==> src/rtl/gpio_irq_svc.sv <==
module gpio_irq_svc #(
  parameter int NGRP = 9,
  parameter int AW   = 12
) (
  input  logic              clk,
  input  logic              rst_n,
  input  logic [NGRP*16-1:0] ext_lines,
  input  logic              bus_we,
  input  logic [AW-1:0]     bus_addr,
  input  logic [31:0]       bus_wdata,
  output logic [31:0]       bus_rdata,
  output logic              irq_out
);
  localparam int NL = NGRP * 16;
  localparam int NW = (NGRP + 1) / 2;
  localparam int NP = NW * 32;
  localparam int IW = $clog2(NP);
  localparam logic [NP-1:0] VALID = NP'({NL{1'b1}});
  localparam logic [AW-1:0] A_CFG = AW'(12'h200);
  localparam logic [AW-1:0] A_MSK = AW'(12'h240);
  localparam logic [AW-1:0] A_PND = AW'(12'h260);
  localparam logic [AW-1:0] A_SVC = AW'(12'h284);
  localparam logic [AW-1:0] A_SVP = AW'(12'h288);

  logic [NL-1:0] sy1, sy2, prv, set_v;
  logic [NP-1:0] cfg_q, msk_q, pnd_q, clr_v, act;
  logic [IW-1:0] win;
  logic          any;
  logic [3:0]    sgrp, sline;

  always_ff @(posedge clk or negedge rst_n)
    if (!rst_n) begin
      sy1 <= '0;
      sy2 <= '0;
      prv <= '0;
    end else begin
      sy1 <= ext_lines;
      sy2 <= sy1;
      prv <= sy2;
    end

  for (genvar i = 0; i < NL; i++) begin : g_line
    logic [2:0] trig;
    assign trig = cfg_q[4*(i/4) +: 3];
    assign set_v[i] = (trig[2:1] == 2'b00) ? (sy2[i] == trig[0])
                    : ((trig[2] & sy2[i] & ~prv[i]) | (trig[1] & ~sy2[i] & prv[i]));
  end

  always_comb begin
    clr_v = '0;
    for (int w = 0; w < NW; w++)
      if (bus_we && bus_addr == A_PND + AW'(4*w)) clr_v[w*32 +: 32] = bus_wdata;
  end

  always_ff @(posedge clk or negedge rst_n)
    if (!rst_n) begin
      cfg_q <= '0;
      msk_q <= VALID;
      pnd_q <= '0;
    end else begin
      for (int w = 0; w < NW; w++) begin
        if (bus_we && bus_addr == A_CFG + AW'(4*w)) cfg_q[w*32 +: 32] <= bus_wdata & VALID[w*32 +: 32];
        if (bus_we && bus_addr == A_MSK + AW'(4*w)) msk_q[w*32 +: 32] <= bus_wdata & VALID[w*32 +: 32];
      end
      pnd_q <= ((pnd_q & ~clr_v) | NP'(set_v)) & VALID;
    end

  assign act = pnd_q & ~msk_q;

  always_comb begin
    win = '0;
    any = 1'b0;
    for (int i = NL - 1; i >= 0; i--)
      if (act[i]) begin
        win = IW'(i);
        any = 1'b1;
      end
  end

  assign irq_out = |act;
  assign sgrp    = any ? 4'(win[IW-1:4]) + 4'd1 : 4'd0;
  assign sline   = any ? win[3:0] : 4'd0;

  always_comb begin
    bus_rdata = '0;
    for (int w = 0; w < NW; w++) begin
      if (bus_addr == A_CFG + AW'(4*w)) bus_rdata = cfg_q[w*32 +: 32];
      if (bus_addr == A_MSK + AW'(4*w)) bus_rdata = msk_q[w*32 +: 32];
      if (bus_addr == A_PND + AW'(4*w)) bus_rdata = pnd_q[w*32 +: 32];
    end
    if (bus_addr == A_SVC) bus_rdata = {24'd0, sgrp, sline};
    if (bus_addr == A_SVP) bus_rdata = {31'd0, irq_out};
  end

  AST_CFG_HOLD: assert property (@(posedge clk) disable iff (!rst_n)
    !bus_we |=> ($stable(cfg_q) && $stable(msk_q)));
  AST_NO_SPURIOUS_PEND: assert property (@(posedge clk) disable iff (!rst_n)
    ((pnd_q & ~$past(pnd_q)) & ~$past(NP'(set_v))) == '0);
  AST_W1C_CLEARS: assert property (@(posedge clk) disable iff (!rst_n)
    (|(clr_v & ~NP'(set_v))) |=> ((pnd_q & $past(clr_v & ~NP'(set_v))) == '0));
  AST_IRQ_SVC_AGREE: assert property (@(posedge clk) disable iff (!rst_n)
    irq_out == (sgrp != 4'd0));
  AST_LOWEST_WINS: assert property (@(posedge clk) disable iff (!rst_n)
    any |-> (act[win] && ((act & ((NP'(1) << win) - NP'(1))) == '0)));
endmodule

==> config.mk <==
export PLATFORM = sky130hd
export DESIGN_NAME = gpio_irq_svc
export DESIGN_NICKNAME = d
export VERILOG_FILES = /design/src/rtl/gpio_irq_svc.sv
export SDC_FILE = /design/constraint.sdc
export NUM_CORES = 2
export LEC_CHECK = 0
export ABC_CLOCK_PERIOD_IN_PS = 4090
export BUFFER_PORTS_ARGS = -buffer_cell sky130_fd_sc_hd__buf_2
export CAP_MARGIN = 20
export CORE_MARGIN = 2
export CORE_UTILIZATION = 45
export CTS_BUF_LIST = sky130_fd_sc_hd__clkbuf_4
export DETAILED_ROUTE_END_ITERATION = 10
export MAX_ROUTING_LAYER = met4
export PLACE_DENSITY_LB_ADDON = 0.2
export REMOVE_ABC_BUFFERS = 1
export SYNTH_ARGS = -nofsm -noshare
export SYNTH_HDL_FRONTEND = slang
export SYNTH_SLANG_ARGS = --single-unit
==> constraint.sdc <==
create_clock -name clk -period 4.09 [get_ports clk]
set_clock_uncertainty 0.05 [all_clocks]
set_input_delay 0.818 -clock clk [delete_from_list [all_inputs] [get_ports clk]]
set_output_delay 0.818 -clock clk [all_outputs]
set_load 0.01 [all_outputs]
* After elaboration in Yosys (flattened, before gate mapping) *
Index checks and enable logic that the tools add are counted.

storage, ports and cells
  bits in registers = 864
  bits in latches = 0
  bits in writable memories = 0
  bits in read-only memories = 0
  bits of input ports = 191
  output and inout port bits = 33
  logic and storage cells = 1697
  memories kept = 0

operators by class
  $add $sub $neg = 1
  multiply operators = 0
  div/mod/pow operators = 0
  order comparisons = 0
  eq/ne operators = 161
  shifts and indexed selects = 0
  multiplexer cells = 456
  bitwise logic cells = 1013
  reduce and logical (&&, ||, !) cells = 52

operator list
  cell                                                    count
  2-to-1 mux 8 bit                                        144
  2-to-1 mux 32 bit                                       21
  bitwise AND 1 bit                                       576
  2-to-1 mux 1 bit                                        288
  NOT 1 bit                                               288
  equality test 12 x 10 -> 1 bit (second input constant)  17
  bitwise AND 144 x 160 -> 160 bit                        1
  NOT 144 -> 160 bit                                      1
  OR reduction 160 bit                                    1
  bitwise AND 144 bit                                     1
  equality test 1 bit                                     144
  NOT 144 bit                                             1
  bitwise OR 1 bit                                        144
  bitwise OR 144 bit                                      1
  zero test 2 bit                                         36
  2-to-1 mux 16 bit                                       1
  logical AND 1 bit                                       15
  2-to-1 mux 4 bit                                        2
  adder 4 x 1 -> 4 bit (second input constant)            1

* Depth between registers and ports, before layout *
  depth after elaboration = 150
  mapped depth = 12
  depth with buffers taken out = 12

* Worst setup path after synthesis *
No wires, ideal clock.

  path kind = in2out
  start point = input bus_addr[8]
  end point = output bus_rdata[5]
  data arrival time = 2988 ps
  data required time = 3222 ps
  path slack = 234 ps
  stages on the path = 10
  buffers on the path = 4
  cells stage by stage = or4b_1 > buf_2 > buf_6 > nor4_4 > buf_4 > buf_4 > a222oi_1 > nand4_1 > o21ai_0 > a41oi_1

on the way
  word-level cells in the longest chain between the ends = 18
  elaborated cells between the ends (all ways) = 34
  those cells by class = eq/ne: 17; mux: 17

ends and longest elaborated chain
  item                            RTL line  text
  from (decl)                     9         input logic [AW-1:0] bus_addr,
  equality test 12 x 10 -> 1 bit  87        if (bus_addr == A_CFG + AW'(4*w)) bus_rdata = cfg_q[w*32 +: 32];
  2-to-1 mux 32 bit               87
  2-to-1 mux 32 bit               88        if (bus_addr == A_MSK + AW'(4*w)) bus_rdata = msk_q[w*32 +: 32];
  2-to-1 mux 32 bit               89        if (bus_addr == A_PND + AW'(4*w)) bus_rdata = pnd_q[w*32 +: 32];
  2-to-1 mux 32 bit               87
  2-to-1 mux 32 bit               88
  2-to-1 mux 32 bit               89
  2-to-1 mux 32 bit               87
  [2 not listed]                  n/a
  2-to-1 mux 32 bit               87
  2-to-1 mux 32 bit               88
  2-to-1 mux 32 bit               89
  2-to-1 mux 32 bit               87
  2-to-1 mux 32 bit               88
  2-to-1 mux 32 bit               89
  2-to-1 mux 32 bit               91        if (bus_addr == A_SVC) bus_rdata = {24'd0, sgrp, sline};
  2-to-1 mux 32 bit *             92        if (bus_addr == A_SVP) bus_rdata = {31'd0, irq_out};
  to (decl)                       11        output logic [31:0] bus_rdata,

Every way passes the cells marked *; elsewhere a longest branch is shown, timed or not.

* Worst setup path in the final report *
  start point = register msk_q[120]
  end point = output bus_rdata[4]

on the way
  word-level cells in the longest chain between the ends = 127
  elaborated cells between the ends (all ways) = 248
  those cells by class = add/sub: 1; mux: 245; bitwise: 2

ends and longest elaborated chain
  item                                RTL line  text
  from (decl)                         26        logic [NP-1:0] cfg_q, msk_q, pnd_q, clr_v, act;
  from (signal, indexed assignment)   63        if (bus_we && bus_addr == A_MSK + AW'(4*w)) msk_q[w*32 +: 32] <= bus_wdata & VALID[w*32 +: 32];
  NOT 144 -> 160 bit *                68        assign act = pnd_q & ~msk_q;
  bitwise AND 144 x 160 -> 160 bit *  68
  2-to-1 mux 8 bit (121 in series)    74        if (act[i]) begin
  adder 4 x 1 -> 4 bit                81        assign sgrp = any ? 4'(win[IW-1:4]) + 4'd1 : 4'd0;
  2-to-1 mux 4 bit *                  81
  2-to-1 mux 32 bit *                 91
  2-to-1 mux 32 bit *                 92

Marks and branches as above.

==> flow_summary.ini <==
[cts]
path_clk_slew_ns = 0.07
insertion_delay_ns = 1.14
numCtsBuffers = 222
cts_max_path_buffers = 3
root_buffer = clkbuf_4
tritoncts = yes
cts_sinks = 864
h-tree-depth = 4

[synth]
async_reset_ff_frac = 1.00
syn_avg_cell_area_um2 = 12.0
syn_inst = 3109
netlist_area_um2 = 37200
synthDistinctLibCells = 77
ys_seq_area_frac = 0.586
synth-seq-cells = 864
synth_edf_count = 0
yosysWarningCount = 0
synthFlopType = dfrtp_1

[placement]
port_buffers = 223
dpl.hpwl_um = 94400
routabilityCongestion = 0.989
dpl_worst_slack_ns = -0.383
post-place-cells = 4594

[run_status]
status = complete, but fails checks
violations = setup timing

[power_and_ir_drop]
power_leakage_nw = 20.2
cellPowerDensity_nw_per_um2 = 360
ir_drop_mv = 0.336
pwr-share-comb = 0.040
p_sw_w = 0.00410
seq_power_share = 0.522
power.internal_w = 0.0130
p_total_w = 0.0171
swShare = 0.239
power_frac_clock = 0.438

[hold_path]
min_path_type = input port to flop
hold_path_startpoint = bus_wdata[26]
min_to = pnd_q[26]
hold_path_depth = 3

[setup_path]
cpMaxStageDelayCell = or4_4
reg2reg_slack_ns = 2.79
reg2reg_depth = 2
path_cells = and2b_2, or4_4, nor4_4, nand2_2, or4_4, buf_6, nor2b_4, a21oi_2, a41oi_1, buf_2
crit_path_frequent_cell = or4_4
start_kind = flop
path_class = flop to output port
slowest_delay_ns = 0.56
cp_num_buf_inv = 2
r2r-start = cfg_q[9]
crit_path_start = msk_q[120]
cp_top_family = simple AND/OR/NAND/NOR gates
required_ns = 3.22
crit_fanout = 6
r2r_end = pnd_q[8]
end_kind = output port
cp.arrival_ns = 4.26

[cells_and_area]
fin_cells = 5197
final_common_cell = dfrtp_1
drive_gt1_frac = 0.369
area_growth_pct = 28.2
nets = 4132
final_cell_mix = dfrtp_1 (720), nand2_1 (369), clkbuf_4 (347)

[floorplan]
die_area_um2 = 85000
die_x_um = 292
die_height_um = 292
core_area_um2 = 82000
pin_count = 224
rows = 105
initial_utilization = 0.454

[route]
via_per_inst = 5.79
via_count = 30100
routed_wl_um = 131000
drc = 0
wl_per_cell_um = 25.3
first_pass_iters = 6
drt_iter0_markers = 2881
drtAntennaViolNets = 0

[timing]
holdWs_ns = 0.0779
period_needed_ns = 5.13
relSlewSlack = 0.377
hold_viol_final = 0
tightestPinTransition_ns = 0.932
fmax_ghz = 0.195
setup_ws_ns = -1.04
setup_viol = 17
rsz0062_at_grt = true
drv_slew = 0
fin_crit_sh = 1.25

[flow_run]
drv_cap = 0

[global_route]
globalRoute.totalOverflow = 0
track_usage = 0.321
grt_pass1_wl_um = 197000
grt_pass1_vias = 31000
grt_max_degree = 123
antenna_found_initial = 2
[how the worst max path moves through the flow]
stage               endpoint  slack, ns  depth (start not counted)
2_1_floorplan   bus_rdata[0]      -1.22                          7
3_3_place_gp   bus_rdata[12]      -0.32                         12
3_5_place_dp   bus_rdata[12]      -0.38                         12
4_1_cts         bus_rdata[4]      -1.11                         11
5_1_grt         bus_rdata[3]      -1.14                         10
6_report        bus_rdata[4]      -1.04                         10
[kinds of logic (layout without fill, tap and decap cells)]
group	after synthesis	after routing	share of synthesized area
muxes	292	292	0.0882
and+or+nand+nor	977	977	0.142
other	0	9	0
AOI/OAI and AO/OA	650	650	0.129
xor gates and xnor gates	145	145	0.0341
buffers and inverters	180	1189	0.0208
DFF	864	864	0.586
adders and majority gates	1	1	0.000336
[area by class of cell]
class	count	area [µm²]
Timing Repair Buffer	771	6320
Inverter	16	60.1
Multi-Input combinational cell	2065	15200
Clock buffer	347	2610
Tap cell	1070	1340
Sequential cell	864	21800
Fill cell	6892	34300
Clock inverter	55	302
Antenna cell	9	22.5
[stage by stage]
stage,TNS [ns],cell area (µm²),utilization
after detailed placement,-4.95,42100,0.513
final,-8.63,47700,0.582
after CTS,-9.81,47300,0.577
after global routing,-10.94,47700,0.581
after global placement,-4.00,42100,0.513
after floorplan,-82.01,36500,-
[worst min-delay path, stage by stage]
cell	delay (ns)
buf_2	0.19
nand2_1	0.09
a221o_1	0.13
[power by group through the flow]
stage                     registers (W)  clock network [W]  logic (W)
after detailed placement        0.00911                  0   0.000569
after floorplan                 0.00905                  0   0.000132
after CTS                       0.00895            0.00773   0.000686
after global placement          0.00910                  0   0.000556
final                           0.00896            0.00751   0.000679
after global routing            0.00898            0.00818   0.000746
[cells in the mapped netlist (60+ instances only)]
cell type	count	area, µm²
a21oi_1	60	300
a221o_1	155	1550
a22oi_1	73	548
clkbuf_1	65	244
dfrtp_1	720	18000
dfstp_2	144	3780
mux2_2	274	3090
nand2_1	371	1390
nand2b_1	124	776
nand3b_1	144	1080
nor2_1	99	372
o21ai_0	194	971
xnor2_1	144	1260
[per-layer routing]
| metal | GRT usage | wire length [µm] |
|---|---|---|
| met4 | 0.113 | 3900 |
| met1 | 0.424 | 56400 |
| met5 | - | 0 |
| met2 | 0.502 | 62500 |
| met3 | 0.0539 | 8490 |
[repair_timing]
item	4_1_cts	5_1_grt
buffers inserted	32	21
pin swaps	71	62
gates cloned	2	0
hold endpoints to repair	183	0
gates resized for setup	126	66
hold buffers	147	0
setup endpoints to repair	32	32
[sequential cells by signal (all words and copies together) (netlist names)]
name,flops
cfg_q,144
sy1,144
sy2,144
msk_q,144
prv,144
pnd_q,144
Note: power is estimated with default switching activity, not from simulation.
